==> src/rtl/bert_pkg.sv <==
// Shared constants for the test-pattern transmitter.
// Assumes pattern select codes above PSEL_WORD behave as PSEL_WORD.
package bert_pkg;

    localparam logic [2:0] PSEL_PN9  = 3'd0;
    localparam logic [2:0] PSEL_PN15 = 3'd1;
    localparam logic [2:0] PSEL_PN23 = 3'd2;
    localparam logic [2:0] PSEL_QRSS = 3'd3;
    localparam logic [2:0] PSEL_WORD = 3'd4;

    localparam int PN_CNT    = 3;
    localparam int QRSS_LEN  = 20;
    localparam int QRSS_TAP  = 17;

    // Register length of pseudo-random generator number idx.
    function automatic int pn_len(input int idx);
        case (idx)
            0:       return 9;
            1:       return 15;
            default: return 23;
        endcase
    endfunction

    // Second feedback tap of pseudo-random generator number idx.
    function automatic int pn_tap(input int idx);
        case (idx)
            0:       return 5;
            1:       return 14;
            default: return 18;
        endcase
    endfunction

endpackage

==> src/rtl/bert_lfsr.sv <==
// Fibonacci shift register, two feedback taps, all-ones seed.
// Emits fb = s[LEN-1]^s[TAP-1] and shifts fb into bit 0 on each advance.
// Assumes reseed and adv are never both needed: reseed wins.
module bert_lfsr #(
    parameter int LEN = 9,
    parameter int TAP = 5
) (
    input  logic clk,
    input  logic rst_n,
    input  logic reseed,
    input  logic adv,
    output logic fb_bit
);

    logic [LEN-1:0] sreg;

    // Feedback bit is also the emitted bit for this advance.
    assign fb_bit = sreg[LEN-1] ^ sreg[TAP-1];

    // Seed, hold or shift the register.
    always_ff @(posedge clk) begin
        if (!rst_n) begin
            sreg <= '1;
        end else if (reseed) begin
            sreg <= '1;
        end else if (adv) begin
            sreg <= {sreg[LEN-2:0], fb_bit};
        end
    end

endmodule

==> src/rtl/bert_qrss_limit.sv <==
// Zero-run limiter for the quasi-random stream.
// Forces the bit to 1 once ZMAX zeros have been emitted back to back.
// Assumes adv marks each emitted bit; reseed clears the run count.
module bert_qrss_limit #(
    parameter int ZMAX = 14,
    localparam int ZW = $clog2(ZMAX + 1)
) (
    input  logic clk,
    input  logic rst_n,
    input  logic reseed,
    input  logic adv,
    input  logic raw_bit,
    output logic out_bit
);

    logic [ZW-1:0] zrun;

    // Force a one when the run has reached its limit.
    assign out_bit = (int'(zrun) == ZMAX) ? 1'b1 : raw_bit;

    // Track the current run of emitted zeros.
    always_ff @(posedge clk) begin
        if (!rst_n) begin
            zrun <= '0;
        end else if (reseed) begin
            zrun <= '0;
        end else if (adv) begin
            zrun <= out_bit ? '0 : zrun + 1'b1;
        end
    end

endmodule

==> src/rtl/bert_word_seq.sv <==
// Repeating-word serializer: sends word bits 0..len_m1, then wraps.
// Assumes len_m1 may change at any time; a position past it wraps at once.
module bert_word_seq #(
    parameter int WORD_W = 32,
    localparam int LEN_W = $clog2(WORD_W)
) (
    input  logic              clk,
    input  logic              rst_n,
    input  logic              reseed,
    input  logic              adv,
    input  logic [WORD_W-1:0] word,
    input  logic [LEN_W-1:0]  len_m1,
    output logic              out_bit
);

    logic [LEN_W-1:0] pos;

    // Current word bit.
    assign out_bit = word[pos];

    // Step the bit position with wrap at the programmed length.
    always_ff @(posedge clk) begin
        if (!rst_n) begin
            pos <= '0;
        end else if (reseed) begin
            pos <= '0;
        end else if (adv) begin
            pos <= (pos >= len_m1) ? '0 : pos + 1'b1;
        end
    end

endmodule

==> src/rtl/bert_err_inject.sv <==
// Single-error request holder.
// A strobe flips the bit emitted in its own cycle, or the next one if no
// bit leaves then. Requests are dropped while the generator is off.
module bert_err_inject (
    input  logic clk,
    input  logic rst_n,
    input  logic gen_en,
    input  logic adv,
    input  logic err_req,
    output logic flip,
    output logic pend
);

    // Invert this bit when a request is new or waiting.
    assign flip = gen_en & adv & (pend | err_req);

    // Hold a request until a bit consumes it.
    always_ff @(posedge clk) begin
        if (!rst_n) begin
            pend <= 1'b0;
        end else if (!gen_en || adv) begin
            pend <= 1'b0;
        end else if (err_req) begin
            pend <= 1'b1;
        end
    end

endmodule

==> src/rtl/bert_tx_gen.sv <==
// Test-pattern transmitter top level.
// Runs every pattern source in step on each gapped enable, selects one,
// applies error insertion and drives a registered line output. With the
// generator off, line data is copied through and all sources sit at seed.
// Assumes pat_sel is changed only while gen_en is low.
module bert_tx_gen
    import bert_pkg::*;
#(
    parameter int WORD_W = 32,
    parameter int QRSS_ZMAX = 14,
    localparam int LEN_W = $clog2(WORD_W)
) (
    input  logic              clk,
    input  logic              rst_n,
    input  logic              gen_en,
    input  logic              bit_en,
    input  logic [2:0]        pat_sel,
    input  logic [WORD_W-1:0] rep_word,
    input  logic [LEN_W-1:0]  rep_len,
    input  logic              err_ins,
    input  logic              line_din,
    output logic              line_dout,
    output logic              line_dout_vld
);

    logic              reseed;
    logic              gen_adv;
    logic [PN_CNT-1:0] pn_bit;
    logic              qrss_raw;
    logic              qrss_bit;
    logic              word_bit;
    logic              pat_bit;
    logic              err_flip;
    logic              err_pend;

    assign reseed  = ~gen_en;
    assign gen_adv = gen_en & bit_en;

    // Pseudo-random sources, one per supported length.
    for (genvar g = 0; g < PN_CNT; g++) begin : g_pn
        bert_lfsr #(
            .LEN(pn_len(g)),
            .TAP(pn_tap(g))
        ) u_pn (
            .clk    (clk),
            .rst_n  (rst_n),
            .reseed (reseed),
            .adv    (gen_adv),
            .fb_bit (pn_bit[g])
        );
    end

    bert_lfsr #(
        .LEN(QRSS_LEN),
        .TAP(QRSS_TAP)
    ) u_qrss_src (
        .clk    (clk),
        .rst_n  (rst_n),
        .reseed (reseed),
        .adv    (gen_adv),
        .fb_bit (qrss_raw)
    );

    bert_qrss_limit #(
        .ZMAX(QRSS_ZMAX)
    ) u_qrss_lim (
        .clk     (clk),
        .rst_n   (rst_n),
        .reseed  (reseed),
        .adv     (gen_adv),
        .raw_bit (qrss_raw),
        .out_bit (qrss_bit)
    );

    bert_word_seq #(
        .WORD_W(WORD_W)
    ) u_word (
        .clk     (clk),
        .rst_n   (rst_n),
        .reseed  (reseed),
        .adv     (gen_adv),
        .word    (rep_word),
        .len_m1  (rep_len),
        .out_bit (word_bit)
    );

    bert_err_inject u_err (
        .clk     (clk),
        .rst_n   (rst_n),
        .gen_en  (gen_en),
        .adv     (bit_en),
        .err_req (err_ins),
        .flip    (err_flip),
        .pend    (err_pend)
    );

    // Pick the selected pattern source.
    always_comb begin
        case (pat_sel)
            PSEL_PN9:  pat_bit = pn_bit[0];
            PSEL_PN15: pat_bit = pn_bit[1];
            PSEL_PN23: pat_bit = pn_bit[2];
            PSEL_QRSS: pat_bit = qrss_bit;
            default:   pat_bit = word_bit;
        endcase
    end

    // Register the line output: pattern or bypass on enabled cycles only.
    always_ff @(posedge clk) begin
        if (!rst_n) begin
            line_dout     <= 1'b0;
            line_dout_vld <= 1'b0;
        end else begin
            line_dout_vld <= bit_en;
            if (bit_en) begin
                line_dout <= gen_en ? (pat_bit ^ err_flip) : line_din;
            end
        end
    end

endmodule

==> config.mk <==
export PLATFORM = sky130hd
export DESIGN_NAME = bert_tx_gen
export DESIGN_NICKNAME = d
export VERILOG_FILES = /design/src/rtl/bert_pkg.sv /design/src/rtl/bert_lfsr.sv /design/src/rtl/bert_qrss_limit.sv /design/src/rtl/bert_word_seq.sv /design/src/rtl/bert_err_inject.sv /design/src/rtl/bert_tx_gen.sv
export SDC_FILE = /design/constraint.sdc
export NUM_CORES = 1
export LEC_CHECK = 0
export ABC_AREA = 1
export BUFFER_PORTS_ARGS = -buffer_cell sky130_fd_sc_hd__clkbuf_2
export CAP_MARGIN = 5
export CORE_ASPECT_RATIO = 0.5
export CORE_MARGIN = 1.5
export CORE_UTILIZATION = 30
export DETAILED_ROUTE_END_ITERATION = 10
export GPL_ROUTABILITY_DRIVEN = 0
export PLACE_DENSITY_LB_ADDON = 0.1
export SETUP_SLACK_MARGIN = 0.3
export SLEW_MARGIN = 25
export SYNTH_ARGS = -nofsm -noshare
export SYNTH_HDL_FRONTEND = slang
export SYNTH_SLANG_ARGS = --single-unit
export TNS_END_PERCENT = 50
==> constraint.sdc <==
create_clock -name clk -period 2.7 [get_ports clk]
set_clock_uncertainty 0.2 [all_clocks]
set_input_delay 0.405 -clock clk [delete_from_list [all_inputs] [get_ports clk]]
set_output_delay 0.405 -clock clk [all_outputs]
set_load 0.05 [all_outputs]
==> impl_metrics.csv <==
group,metric,value,unit
status,status,"completed",
logic_synthesis,ys_top_cells_by_area,"dfxtp_1, nand2_1, a21oi_1",
drt,met3_length,413,µm
clock_network,clk_pin_slew,0.06,ns
power,p_leak,1.838,nW
clock_network,holdBufCountCts,0,
placement,dp_cells,653,
job,drv_cap,0,
drt,drc,0,
global_route,grt_pass1_wl,13.00,mm
drt,via_per_inst,4.392,
sta,maxClockFrequency,470.8,MHz
sta,fin_crit,2.124,ns
drt,vias,2934,
final_layout,fillerInstances,1197,
power,peakVddDrop,0.0002596,V
placement,io_buffers,47,
logic_synthesis,synth_cell_types,26,
critical_path,reg2reg_depth,10,
clock_network,clock-sinks,79,
drt,m1WireLength,3.944,mm
final_layout,drive_gt1_share,14.15,%
logic_synthesis,yosys_warnings,0,
sta,tightest_slew,0.4433,ns
logic_synthesis,synth_ff_type,"dfxtp_1",
floorplanning,die-width,153.7,µm
logic_synthesis,yosysMostFrequentCell,"nand2_1",
floorplanning,initial_core_util,30.95,%
clock_network,cts.repair.resized,0,
logic_synthesis,async_flop_share,0,%
clock_network,clock_latency,0.33,ns
sta,fin_crit_sh,78.68,%
critical_path,ff2ff_setup_slack,0.58,ns
power,p_total,2.755,mW
drt,wl_per_cell,11.30,µm
clock_network,clockBufferDepth,2,
critical_path,cp-end-kind,"register",
logic_synthesis,avgSynthCellArea,7.101,µm²
clock_network,postCtsSetupBuffers,0,
critical_path,worstReg2RegEnd,"u_word.pos[0]$_SDFFE_PN0P_",
sta,worst_slack,0.5758,ns
final_layout,fin_cells,668,
critical_path,critPathLaunch,"u_word.pos[0]$_SDFFE_PN0P_",
global_route,grt_pass1_vias,2788,
drt,top_layer,"met4",
critical_path,r2r_start,"u_word.pos[0]$_SDFFE_PN0P_",
floorplanning,die_h,78.37,µm
sta,finalHoldViolCount,0,
final_layout,area_delta_synth_final,19.68,%
final_layout,final_nets,573,
global_route,globalRouteOverflowTotal,0,
sta,setup_tns,0,ns
drt,wl_met2,3.089,mm
floorplanning,rows,27,
sta,finalSetupViolations,0,
drt,drt-total-wl,7.550,mm
global_route,grt_max_degree,58,
logic_synthesis,ys_ff_latch,79,
clock_network,tritoncts,"built",
sta,slew_headroom,70.34,%
logic_synthesis,syn-num-nets,534,
final_layout,num_antenna_cells,0,
placement,place_ws,0.5851,ns
floorplanning,ios,48,
critical_path,crit_type,"register to register",
critical_path,critPathMaxStageDelay,0.31,ns
drt,antenna_left,0,
hold_path,hold_path_class,"input port to register",
logic_synthesis,synth_cells,480,
logic_synthesis,synth_area_leader_cell,"dfxtp_1",
floorplanning,die_area,12050,µm²
logic_synthesis,synth_edf_count,0,
drt,dr.pass1.iters,5,
clock_network,ctsRootBufferMaster,"clkbuf_16",
critical_path,path_cells,"inv_2 > ha_1 > inv_1 > a21boi_0 > o21a_1 > o21ai_0 > nand2_1 > a21oi_1 > o21ai_0 > a21oi_1",
sta,drv_slew,0,
critical_path,path_max_fanout,17,
logic_synthesis,synth_common_cells,"nand2_1, dfxtp_1, a21oi_1",
power,p_per_area,675.3,nW/µm²
logic_synthesis,yosysTopAreaCellShare,46.40,%
critical_path,crit_end,"u_word.pos[0]$_SDFFE_PN0P_",
logic_synthesis,ys_seq_area_share,46.40,%
drt,drtIter0Drc,168,
critical_path,crit_slowest_cell,"dfxtp_1",
global_route,antenna_found_initial,0,
critical_path,cp.arrival,2.19,ns
clock_network,h-tree-depth,3,
logic_synthesis,synth_area,3408,µm²
critical_path,required,2.76,ns
critical_path,start_kind,"register",
clock_network,cts_inserted_buffers,9,
sta,rsz0062_at_grt,"no",
floorplanning,coreArea,11010,µm²
global_route,groute.usage.overall,13.34,%
placement,dp_hpwl,4.929,mm
==> layout by cell type, fill, tap and decap left out <==
cell,synthesis,routed
xor2_1,7,7
inv_1,32,32
xnor2_1,2,2
a31oi_1,1,1
buf_12,1,2
ha_1,8,8
clkbuf_1,18,2
clkbuf_16,0,9
nand4_1,1,1
dfxtp_1,79,79
nand3_2,1,1
nand2_2,2,3
o21a_1,1,1
nand3b_1,1,1
a21boi_0,1,1
clkinvlp_4,0,1
inv_2,3,3
o21bai_1,1,1
buf_4,0,4
nor2_1,16,16
a21oi_1,73,73
nand2_1,193,192
o21ai_0,7,7
a21oi_2,1,1
nand3_1,23,23
clkbuf_8,0,1
bufinv_16,0,2
clkbuf_2,0,47
nor3_1,2,2
==> worst max-delay path: cells and delay by family, from the launching register on <==
family                   cells  cell delay (ns)
adder cells (fa/ha/maj)      1             0.29
AND/OR/NAND/NOR              1             0.07
AO/OA/AOI/OAI                6             0.92
flip-flops                   1             0.31
buffers and inverters        2             0.27
==> state kept, by name (all words and copies together) (netlist names) <==
name,cells
u_qrss_lim.zrun,4
u_err.pend,1
g_pn.u_pn.sreg,47
u_word.pos,5
line_dout,1
line_dout_vld,1
u_qrss_src.sreg,20
==> metrics by stage <==
stage | utilization (%) | hold slack [ns] | cell area (µm²)
global route | 37.04 | 0.1248 | 4079
CTS | 37.04 | 0.1086 | 4079
floorplan | - | 0.2263 | 3408
global placement | 34.19 | 0.2331 | 3765
detailed placement | 34.19 | 0.2364 | 3765
finish | 37.04 | 0.1226 | 4079
==> worst min path at each step <==
stage                                            from                                end  slack [ns]  cells after the start
floorplan           g_pn[0].u_pn.sreg[0]$_SDFFE_PN1P_  g_pn[0].u_pn.sreg[1]$_SDFFE_PN1P_        0.23                      2
global placement    g_pn[2].u_pn.sreg[8]$_SDFFE_PN1P_  g_pn[2].u_pn.sreg[9]$_SDFFE_PN1P_        0.23                      2
detailed placement  g_pn[0].u_pn.sreg[3]$_SDFFE_PN1P_  g_pn[0].u_pn.sreg[4]$_SDFFE_PN1P_        0.24                      2
CTS                                             rst_n             line_dout$_SDFFE_PN0P_        0.11                      3
global route                                    rst_n             line_dout$_SDFFE_PN0P_        0.12                      3
finish                                          rst_n           line_dout_vld$_SDFF_PN0_        0.12                      3
==> power breakdown <==
part           switching, mW  total [mW]  internal [mW]
Combinational          0.144       0.231         0.0874
Clock                  0.451        1.28          0.830
Sequential            0.0258        1.24           1.22
==> per-layer routing <==
layer / vias up / global-route usage, %
met2: 63 / 21.31
met5: - / 0
met4: 0 / 4.951
met1: 1263 / 17.07
li1: 1600 / -
met3: 8 / 4.031
==> cell type report <==
cell class	instances	area, µm²	share of cell area, %
clock buffers	12	246.5	6.043
multi-input cells	341	1565	38.37
inverters	35	131.4	3.221
clock inverters	3	67.56	1.656
repair buffers	53	305.3	7.485
well taps	145	181.4	4.448
flip-flops and latches	79	1582	38.77
==> kinds of logic (layout without fill, tap and decap cells) <==
kind of cell / Yosys count / in the layout / synth area share (%)
compound gates: 85 / 85 / 12.85
simple gates: 239 / 239 / 27.75
flops: 79 / 79 / 46.40
fa+ha+maj: 8 / 8 / 2.937
xor+xnor: 9 / 9 / 2.313
buf+inv: 60 / 103 / 7.746
No activity file was read; power rests on OpenSTA's default activity.
